`config.mk`:
```
export PLATFORM = sky130hd
export DESIGN_NAME = snoop_master_rq
export DESIGN_NICKNAME = d
export VERILOG_FILES = /design/src/rtl/smq_pkg.sv /design/src/rtl/smq_fifo.sv /design/src/rtl/smq_tag_ctr.sv /design/src/rtl/smq_match.sv /design/src/rtl/snoop_master_rq.sv
export SDC_FILE = /design/constraint.sdc
export NUM_CORES = 1
export LEC_CHECK = 0
export ABC_CLOCK_PERIOD_IN_PS = 6450
export BUFFER_PORTS_ARGS = -buffer_cell sky130_fd_sc_hd__buf_2
export CAP_MARGIN = 20
export CORE_ASPECT_RATIO = 0.75
export CORE_MARGIN = 2
export CORE_UTILIZATION = 33
export DETAILED_ROUTE_END_ITERATION = 16
export GPL_ROUTABILITY_DRIVEN = 0
export PLACE_DENSITY = 0.57
export SLEW_MARGIN = 25
export SYNTH_ARGS = -nofsm -noshare
export SYNTH_HDL_FRONTEND = slang
export SYNTH_HIERARCHICAL = 1
export SYNTH_SLANG_ARGS = --single-unit
```
`constraint.sdc`:
```
create_clock -name clk -period 6.45 [get_ports clk]
set_input_delay 0.645 -clock clk [delete_from_list [all_inputs] [get_ports clk]]
set_output_delay 0.645 -clock clk [all_outputs]
set_load 0.005 [all_outputs]
```
`src/rtl/smq_pkg.sv`:
```
package smq_pkg;
   typedef enum logic [1:0] {
      RQ_SHARED = 2'd0,
      RQ_EXCL   = 2'd1,
      RQ_WB     = 2'd2
   } rq_kind_e;

   typedef enum logic [1:0] {
      LS_INV = 2'd0,
      LS_SHR = 2'd1,
      LS_EXC = 2'd2
   } line_state_e;
endpackage

```
`src/rtl/smq_fifo.sv`:
```
module smq_fifo #(
   parameter int W     = 8,
   parameter int DEPTH = 4
) (
   input  logic         clk,
   input  logic         rst_n,
   input  logic         push,
   input  logic [W-1:0] wdata,
   input  logic         pop,
   output logic [W-1:0] rdata,
   output logic         empty,
   output logic         full
);
   localparam int PW   = (DEPTH > 1) ? $clog2(DEPTH) : 1;
   localparam int CW   = PW + 1;
   localparam bit POW2 = (DEPTH == (1 << PW));

   logic [W-1:0]  mem [DEPTH];
   logic [PW-1:0] wp, rp, wp_n, rp_n;
   logic [CW-1:0] cnt;

   generate
      if (DEPTH < 1) begin : g_bad_depth
         $error("smq_fifo: DEPTH must be at least 1");
      end
      if (POW2) begin : g_wrap_nat
         assign wp_n = wp + 1'b1;
         assign rp_n = rp + 1'b1;
      end else begin : g_wrap_cmp
         assign wp_n = (wp == PW'(DEPTH - 1)) ? '0 : wp + 1'b1;
         assign rp_n = (rp == PW'(DEPTH - 1)) ? '0 : rp + 1'b1;
      end
   endgenerate

   always_ff @(posedge clk) begin
      if (push) mem[wp] <= wdata;
   end

   always_ff @(posedge clk) begin
      if (!rst_n) begin
         wp  <= '0;
         rp  <= '0;
         cnt <= '0;
      end else begin
         if (push) wp <= wp_n;
         if (pop)  rp <= rp_n;
         cnt <= cnt + CW'(push) - CW'(pop);
      end
   end

   assign rdata = mem[rp];
   assign empty = (cnt == '0);
   assign full  = (cnt == CW'(DEPTH));
endmodule

```
`src/rtl/smq_tag_ctr.sv`:
```
module smq_tag_ctr #(
   parameter int TW = 4
) (
   input  logic          clk,
   input  logic          rst_n,
   input  logic          adv,
   output logic [TW-1:0] tag
);
   always_ff @(posedge clk) begin
      if (!rst_n)   tag <= '0;
      else if (adv) tag <= tag + 1'b1;
   end
endmodule

```
`src/rtl/smq_match.sv`:
```
module smq_match
   import smq_pkg::*;
#(
   parameter int TW = 4
) (
   input  logic          beat_valid,
   input  logic [TW-1:0] beat_tag,
   input  logic          pend_empty,
   input  logic [TW-1:0] pend_tag,
   input  logic          pend_excl,
   output logic          hit,
   output logic          miss,
   output logic [1:0]    new_state
);
   logic tag_eq;

   always_comb begin
      tag_eq    = !pend_empty && (beat_tag == pend_tag);
      hit       = beat_valid && tag_eq;
      miss      = beat_valid && !tag_eq;
      new_state = pend_excl ? LS_EXC : LS_SHR;
   end
endmodule

```
`src/rtl/snoop_master_rq.sv`:
```
module snoop_master_rq
   import smq_pkg::*;
#(
   parameter int AW       = 32,
   parameter int DW       = 32,
   parameter int TW       = 4,
   parameter int RQ_DEPTH = 4,
   parameter int OQ_DEPTH = 4
) (
   input  logic          clk,
   input  logic          rst_n,
   input  logic          req_valid,
   output logic          req_ready,
   input  logic [1:0]    req_type,
   input  logic [AW-1:0] req_addr,
   input  logic [DW-1:0] req_data,
   output logic          abus_valid,
   output logic [1:0]    abus_type,
   output logic [TW-1:0] abus_tag,
   output logic [AW-1:0] abus_addr,
   output logic [DW-1:0] abus_wdata,
   input  logic          aresp_valid,
   input  logic          aresp_retry,
   input  logic          dbus_valid,
   input  logic [TW-1:0] dbus_tag,
   input  logic [DW-1:0] dbus_data,
   output logic          cw_valid,
   output logic [AW-1:0] cw_addr,
   output logic [1:0]    cw_state,
   output logic [DW-1:0] cw_data,
   output logic          proto_err
);
   localparam int RQW = 2 + AW + DW;
   localparam int OQW = TW + 1 + AW;

   generate
      if (OQ_DEPTH > (1 << TW)) begin : g_bad_tag
         $error("snoop_master_rq: tag space smaller than pending depth");
      end
      if (AW < 1 || DW < 1 || TW < 1) begin : g_bad_width
         $error("snoop_master_rq: widths must be positive");
      end
   endgenerate

   logic           rq_push, rq_pop, rq_empty, rq_full;
   logic [RQW-1:0] rq_wdata, rq_rdata;
   logic           oq_push, oq_pop, oq_empty, oq_full;
   logic [OQW-1:0] oq_wdata, oq_rdata;
   logic           resp_take, take_ok, take_retry;
   logic [1:0]     h_kind;
   logic [AW-1:0]  h_addr;
   logic [DW-1:0]  h_data;
   logic [TW-1:0]  cur_tag, p_tag;
   logic           p_excl;
   logic [AW-1:0]  p_addr;
   logic           m_hit, m_miss;
   logic [1:0]     m_state;

   assign {h_kind, h_addr, h_data} = rq_rdata;
   assign {p_tag, p_excl, p_addr}  = oq_rdata;

   always_comb begin
      abus_valid = !rq_empty && !oq_full;
      resp_take  = abus_valid && aresp_valid;
      take_ok    = resp_take && !aresp_retry;
      take_retry = resp_take && aresp_retry;
      req_ready  = !rq_full && !take_retry;
      rq_pop     = resp_take;
      rq_push    = take_retry || (req_valid && req_ready);
      rq_wdata   = take_retry ? rq_rdata : {req_type, req_addr, req_data};
      oq_push    = take_ok && (h_kind != RQ_WB);
      oq_wdata   = {cur_tag, (h_kind == RQ_EXCL), h_addr};
      oq_pop     = m_hit;
   end

   smq_fifo #(.W(RQW), .DEPTH(RQ_DEPTH)) i_req_q (
      .clk(clk), .rst_n(rst_n), .push(rq_push), .wdata(rq_wdata),
      .pop(rq_pop), .rdata(rq_rdata), .empty(rq_empty), .full(rq_full)
   );

   smq_fifo #(.W(OQW), .DEPTH(OQ_DEPTH)) i_pend_q (
      .clk(clk), .rst_n(rst_n), .push(oq_push), .wdata(oq_wdata),
      .pop(oq_pop), .rdata(oq_rdata), .empty(oq_empty), .full(oq_full)
   );

   smq_tag_ctr #(.TW(TW)) i_tag (
      .clk(clk), .rst_n(rst_n), .adv(take_ok), .tag(cur_tag)
   );

   smq_match #(.TW(TW)) i_match (
      .beat_valid(dbus_valid), .beat_tag(dbus_tag),
      .pend_empty(oq_empty), .pend_tag(p_tag), .pend_excl(p_excl),
      .hit(m_hit), .miss(m_miss), .new_state(m_state)
   );

   assign abus_type  = h_kind;
   assign abus_tag   = cur_tag;
   assign abus_addr  = h_addr;
   assign abus_wdata = h_data;
   assign cw_valid   = m_hit;
   assign cw_addr    = p_addr;
   assign cw_state   = m_state;
   assign cw_data    = dbus_data;
   assign proto_err  = m_miss;
endmodule

```
# ---- Word level (Yosys, flattened, before mapping)
# Memories as Yosys holds them, arrays and structs flattened. A register that Yosys moved wholly into a read port is not among the register bits.
# Cells that the tools add are included.
# Widths: inputs -> output; s select.
dict set report classes {
  add_sub_neg 9
  n_reduce_logical 20
  muxes 10
  n_eq_ne 5
}
# operator n
set ops {}
lappend ops {{$mux 66} 1}
lappend ops {{$logic_and 1x1->1} 10}
lappend ops {{$mux 2} 5}
lappend ops {{$add 2x1->2 const B} 4}
lappend ops {{$logic_not 1->1} 7}
lappend ops {{$add 3x1->3} 2}
lappend ops {{$eq 3x3->1 const B} 2}
lappend ops {{$logic_not 3->1} 2}
lappend ops {{$sub 3x1->3} 2}
lappend ops {{$add 4x1->4 const B} 1}
lappend ops {{$eq 4x4->1} 1}
lappend ops {{$mux 1} 4}
lappend ops {{$eq 2x1->1 const B} 1}
lappend ops {{$ne 2x2->1 const B} 1}
lappend ops {{$logic_or 1x1->1} 1}
dict set report totals {
  out_inout_bits 140
  mem_bits_rw 412
  inputBits 108
  ff_bits 18
  n_memories 2
}
# memory depth width read_ports rd_ports_with_merged_regs wr line
set memory_table {}
lappend memory_table {i_req_q.mem 4 66 1 1 1 smq_fifo.sv:18} ;# logic [W-1:0] mem [DEPTH];
lappend memory_table {i_pend_q.mem 4 37 1 1 1 smq_fifo.sv:18}

# ---- Logic depth before layout (Yosys ltp)
dict set report logic_depth {
  depth_word 11
  ltp_mapped 11
  ltp_nobuf 10
}

# ---- Cells and area by module
# Netlist, hierarchy kept.
# module instances area_per_inst_um2 cells_per_inst seq_area_each_um2
set by_module_without_submodules {}
lappend by_module_without_submodules {{smq_fifo (i_req_q)} 1 9960.8 387 8107.8}
lappend by_module_without_submodules {{smq_fifo (i_pend_q)} 1 5838.1 236 4624.4}
lappend by_module_without_submodules {snoop_master_rq 1 1161.1 116 0.0}
lappend by_module_without_submodules {smq_tag_ctr 1 176.4 16 80.1}
lappend by_module_without_submodules {smq_match 1 75.1 9 0.0}

# ---- Worst setup path after synthesis
# Ideal clock, no wire load.
dict set report synth_timing {
  kind {input -> register}
  startpoint {input aresp_retry}
  endpoint {memory i_req_q/mem[0][0] in the netlist's numbering (enable)}
  slack_ns 2.918
  t_required_ns 6.019
  setup_time_ns 0.431
  stages 6
  t_arrival_ns 3.101
  n_path_buf 3
  cell_sequence {nor4bb_1 -> buf_2 -> buf_8 -> buf_6 -> a21o_1 -> and2_1}
}
dict set report synth_via {
  elab_chain_cells 7
}
# item line
set synth_rtl {}
lappend synth_rtl {{from (decl)} snoop_master_rq.sv:23} ;# input logic aresp_retry,
lappend synth_rtl {{$logic_and 1x1->1 *} snoop_master_rq.sv:66} ;# take_retry = resp_take && aresp_retry;
lappend synth_rtl {{$logic_not 1->1} snoop_master_rq.sv:67} ;# req_ready = !rq_full && !take_retry;
lappend synth_rtl {{$logic_and 1x1->1} snoop_master_rq.sv:67}
lappend synth_rtl {{$logic_and 1x1->1} snoop_master_rq.sv:69} ;# rq_push = take_retry || (req_valid && req_ready);
lappend synth_rtl {{$logic_or 1x1->1 *} snoop_master_rq.sv:69}
lappend synth_rtl {{named net rq_push} snoop_master_rq.sv:45} ;# logic rq_push, rq_pop, rq_empty, rq_full;
lappend synth_rtl {{$mux 1 *} smq_fifo.sv:36} ;# if (push) mem[wp] <= wdata;
lappend synth_rtl {{$mux 1 (implied by the code) *} smq_fifo.sv:36}
lappend synth_rtl {{to (decl)} smq_fifo.sv:18}
# Mark *: on every way through the listed nets, which the timed path passes. The rest lies on a longest branch.

==> results.md <==
Detailed routing:
- In this run, the number of DRC markers left after iteration 0 of detailed routing was 478.
- The first detailed-routing pass took 6 iterations.
- The via density per instance is 4.70.
- The remaining antenna violation count after routing is 0.
- The final layout contains routed wiring with a total length of 35.7 mm.
- The number of vias after detailed routing is 7872.
- In the routed design, unresolved DRC markers number 0.
- After detailed routing, the average wire length per cell comes to 21.3 µm.

Final layout:
- The library cell used most frequently in the layout, excluding fill and tap cells, is sky130_fd_sc_hd__edfxtp_1.
- The finished layout holds 1675 standard cells, fillers aside.
- The area added between synthesis and finish is 16.7%.
- The net count reported at finish is 1062.
- The proportion of layout cells with a drive suffix above 1 is 44.2%.
- The post-route core utilization is 39.0%.
- In the layout the commonest cells are sky130_fd_sc_hd__edfxtp_1, sky130_fd_sc_hd__buf_2, sky130_fd_sc_hd__mux4_2, sky130_fd_sc_hd__mux2_2, sky130_fd_sc_hd__clkbuf_16.

Power and ir drop:
- Of the total power, the clock network draws 31.8%.
- The share of total power dissipated in sequential elements is 47.3%.
- The switching power summed over all nets is 2180 µW.
- The total power of the final layout is 8200 µW.
- The part of the power in combinational logic is 21.0%.
- The total power divided by cell area is 408 mW/mm².
- The static leakage is 0.00667 µW.
- The internal power component is 6020 µW.
- The worst ir drop on vdd is 0.154 mV.
- The switching fraction of total power is 26.6%.

Die:
- In this run the core area contains 72 standard-cell rows.
- The initial utilization of the core area, before any placement, comes to 33.4%.
- The floorplan core area is 0.0515 mm².
- The floorplan step set the die width to 268 µm.
- The number of I/O pins is 248.
- The die covers 0.0540 mm².
- The die is 202 µm tall.

Logic synthesis:
- The post-synthesis sequential element count is 434.
- After synthesis, the share of cell area in mux cells is 18.4%.
- The adder-cell share of the synthesized area is 1.18%.
- After Yosys synthesis, XOR and XNOR cells account for 0.734% of the synthesized area.
- Of the total synthesized cell area, the portion taken by AND, OR, NAND and NOR gates is 1.43%.
- The sequential cell area fraction in the yosys report is 74.4%.
- The number of unique standard cell types used by synthesis is 41.
- The mean cell area of the mapped netlist is 22.5 µm².
- The main flop type after synthesis is sky130_fd_sc_hd__edfxtp_1.
- The cell area after synthesis is 0.0172 mm².
- In this run, synthesis inferred 412 flip-flops with an integrated enable.
- Summing the areas of all compound-gate instances in the mapped netlist gives 0.400% of the synthesized area.
- The number of synthesis warnings is 6.
- After synthesis, the largest family of logic cells by area is multiplexers.
- The async set or reset register ratio after synthesis is 0%.
- Synthesis produced a netlist whose cell count is 764.
- Synthesis produced a netlist with a net count of 887.

Worst setup path:
- For flop-to-flop paths, the worst setup slack is 2.90 ns.
- The terminus of the critical flop-to-flop path is i_pend_q/cnt[1].
- For the worst flop-to-flop path, the logic depth is 9.
- Along the worst path, the maximum fanout reaches 37.
- STA puts the critical path data required time at 5.80 ns.
- The worst setup path is captured at a primary output.
- The worst endpoint data arrival time is 3.15 ns.
- The critical path in this run is classified as reg -> out.
- The type of element launching the critical path is a flop.
- In this run the worst setup path terminates at cw_valid.

Clock network:
- The number of buffers added for setup after CTS is 0.
- The clock latency at the later pin of the worst-skew pair is 0.56 ns.
- The buffer depth of the longest clock path is 3.
- The number of buffers created by CTS is 44.
- TritonCTS built the clock tree.
- The root buffer cell chosen for the clock tree is sky130_fd_sc_hd__clkbuf_16.
- After clock tree synthesis, the clock-pin slew on the worst setup and hold paths is 0.06 ns.
- The H-tree generated during clock tree synthesis spans 2 levels.
- In this run, post-CTS repair resized a total of 0 instances.
- The number of hold buffers added after CTS is 0.
- The clock net in this run drives a total of 434 sinks.

Placed design:
- The count of input and output buffers is 183.
- Including well taps, the total number of placed cells is 1596.
- After legalization and detailed placement, the total HPWL measured 21.2 mm.
- The pre-CTS setup slack is 2.62 ns.

GRT:
- The first global-routing pass estimated 53.3 mm of wire.
- The initial antenna violation count is 5.
- Summed over all layers, the global routing overflow is 0.
- Entering global routing, the biggest net connects 52 pins.
- The combined global-route utilization of all metal layers is 13.3%.
- The number of global-route vias before repair is 8316.

Timing:
- For the final database, setup skew stands at 0.0183 ns.
- The hold violation total from the final report was 0.
- The transition time at the pin with the least slew margin is 0.993 ns.
- The routed design could run at a clock period as short as 3.80 ns.
- The number of endpoints failing setup at the final stage is 0.
- Derived from the worst setup path, the maximum achievable clock frequency is 0.263 GHz.
- Setup repair after global routing left no endpoint under its margin.
- In the post-route analysis, the smallest setup slack over all paths is 2.65 ns.
- The final critical path takes up 58.9% of the cycle.
- The worst-case headroom to the max-slew limit is 33.8%.
- The number of slew-limit violations in the final report was 0.
- For the final routed database, the setup TNS stands at 0 ns.

Hold path:
- The worst hold path begins at req_addr[17].
- In this run the worst hold path is classified as in -> reg.

Run:
- The max-cap check violation count is 0.

Status:
- The flow ran to the end, and the final reports show no timing, DRC or antenna violations.
through the flow:
step | hold WS [ns] | area, µm²
after detailed placement | 0.524 | 18600
after floorplan | 0.499 | 17200
after CTS | 0.387 | 20100
after global placement | 0.513 | 18600
after global routing | 0.400 | 20100
final | 0.422 | 20100
cell families (layout without fill, tap and decap cells):
| kind of cell | after synthesis | in the layout |
|---|---|---|
| flip-flops | 434 | 434 |
| other | 0 | 1 |
| buffers and inverters | 80 | 287 |
| adder cells (fa/ha/maj) | 15 | 15 |
| multiplexers | 173 | 173 |
| AO/OA/AOI/OAI | 9 | 9 |
| AND/OR/NAND/NOR | 42 | 42 |
| XOR/XNOR | 11 | 11 |
flip-flops by register name (all words and copies together) (netlist names), named ones only:
signal	flops
i_pend_q/cnt	3
i_pend_q/mem	148
i_pend_q/rp	2
i_pend_q/wp	2
i_req_q/cnt	3
i_req_q/mem	264
i_req_q/rp	2
i_req_q/wp	2
i_tag/tag	4
worst max-delay path: stages, from the launching register on:
cell and delay (ns):
sky130_fd_sc_hd__dfxtp_4 0.83, sky130_fd_sc_hd__mux4_1 0.67, sky130_fd_sc_hd__xnor2_1 0.17, sky130_fd_sc_hd__nand3_1 0.17, sky130_fd_sc_hd__nor4b_2 0.50, sky130_fd_sc_hd__buf_2 0.24
routing by layer:
layer / global-route usage (%) / wire length [µm] / vias to the layer above / share of wire [%]
li1: - / - / 3462 / -
met1: 18.1 / 16000 / 4123 / 45
met2: 21.3 / 16700 / 218 / 47
met3: 3.45 / 2270 / 61 / 6.4
met4: 3.19 / 633 / 8 / 1.8
met5: 0 / 51 / - / 0.14
final cells by class:
cell class / count / area (µm²)
clock inverter: 23 / 308
timing repair buffer: 192 / 983
sequential: 434 / 12800
fill: 4700 / 31400
antenna: 1 / 2.50
clock buffer: 55 / 1170
inverter: 17 / 63.8
multi-input combinational: 250 / 3850
tap: 703 / 880
power groups by stage:
stage	clock network (µW)	registers [µW]	logic, µW
detailed placement	0	3950	1770
floorplan	0	3850	1150
CTS	2710	3890	1770
finish	2610	3880	1720
global route	2810	3920	1890
global placement	0	3930	1740
worst min path at each step:
stage                               endpoint  slack, ns  cells after the start
final                     i_req_q/mem[2][49]       0.42                      2
after CTS                 i_req_q/mem[2][51]       0.39                      2
after global placement                  flop       0.51                      2
after floorplan                         flop       0.50                      2
after detailed placement                flop       0.52                      2
after global routing      i_req_q/mem[1][49]       0.40                      2
Yosys cell counts, types with 7 or more instances:
cell type	number	area (µm²)
sky130_fd_sc_hd__mux4_1	7	184
sky130_fd_sc_hd__mux2_1	8	90.1
sky130_fd_sc_hd__xnor2_1	7	61.3
sky130_fd_sc_hd__buf_2	9	45.0
sky130_fd_sc_hd__nor2_1	13	48.8
sky130_fd_sc_hd__edfxtp_1	412	12400
sky130_fd_sc_hd__inv_1	17	63.8
sky130_fd_sc_hd__buf_4	39	293
sky130_fd_sc_hd__buf_6	7	78.8
sky130_fd_sc_hd__mux2_2	48	541
sky130_fd_sc_hd__and2_1	14	87.6
sky130_fd_sc_hd__ha_1	13	163
sky130_fd_sc_hd__mux4_2	96	2160
sky130_fd_sc_hd__mux2_4	10	150
sky130_fd_sc_hd__dfxtp_1	22	440
(Power assumes the default switching activity.)
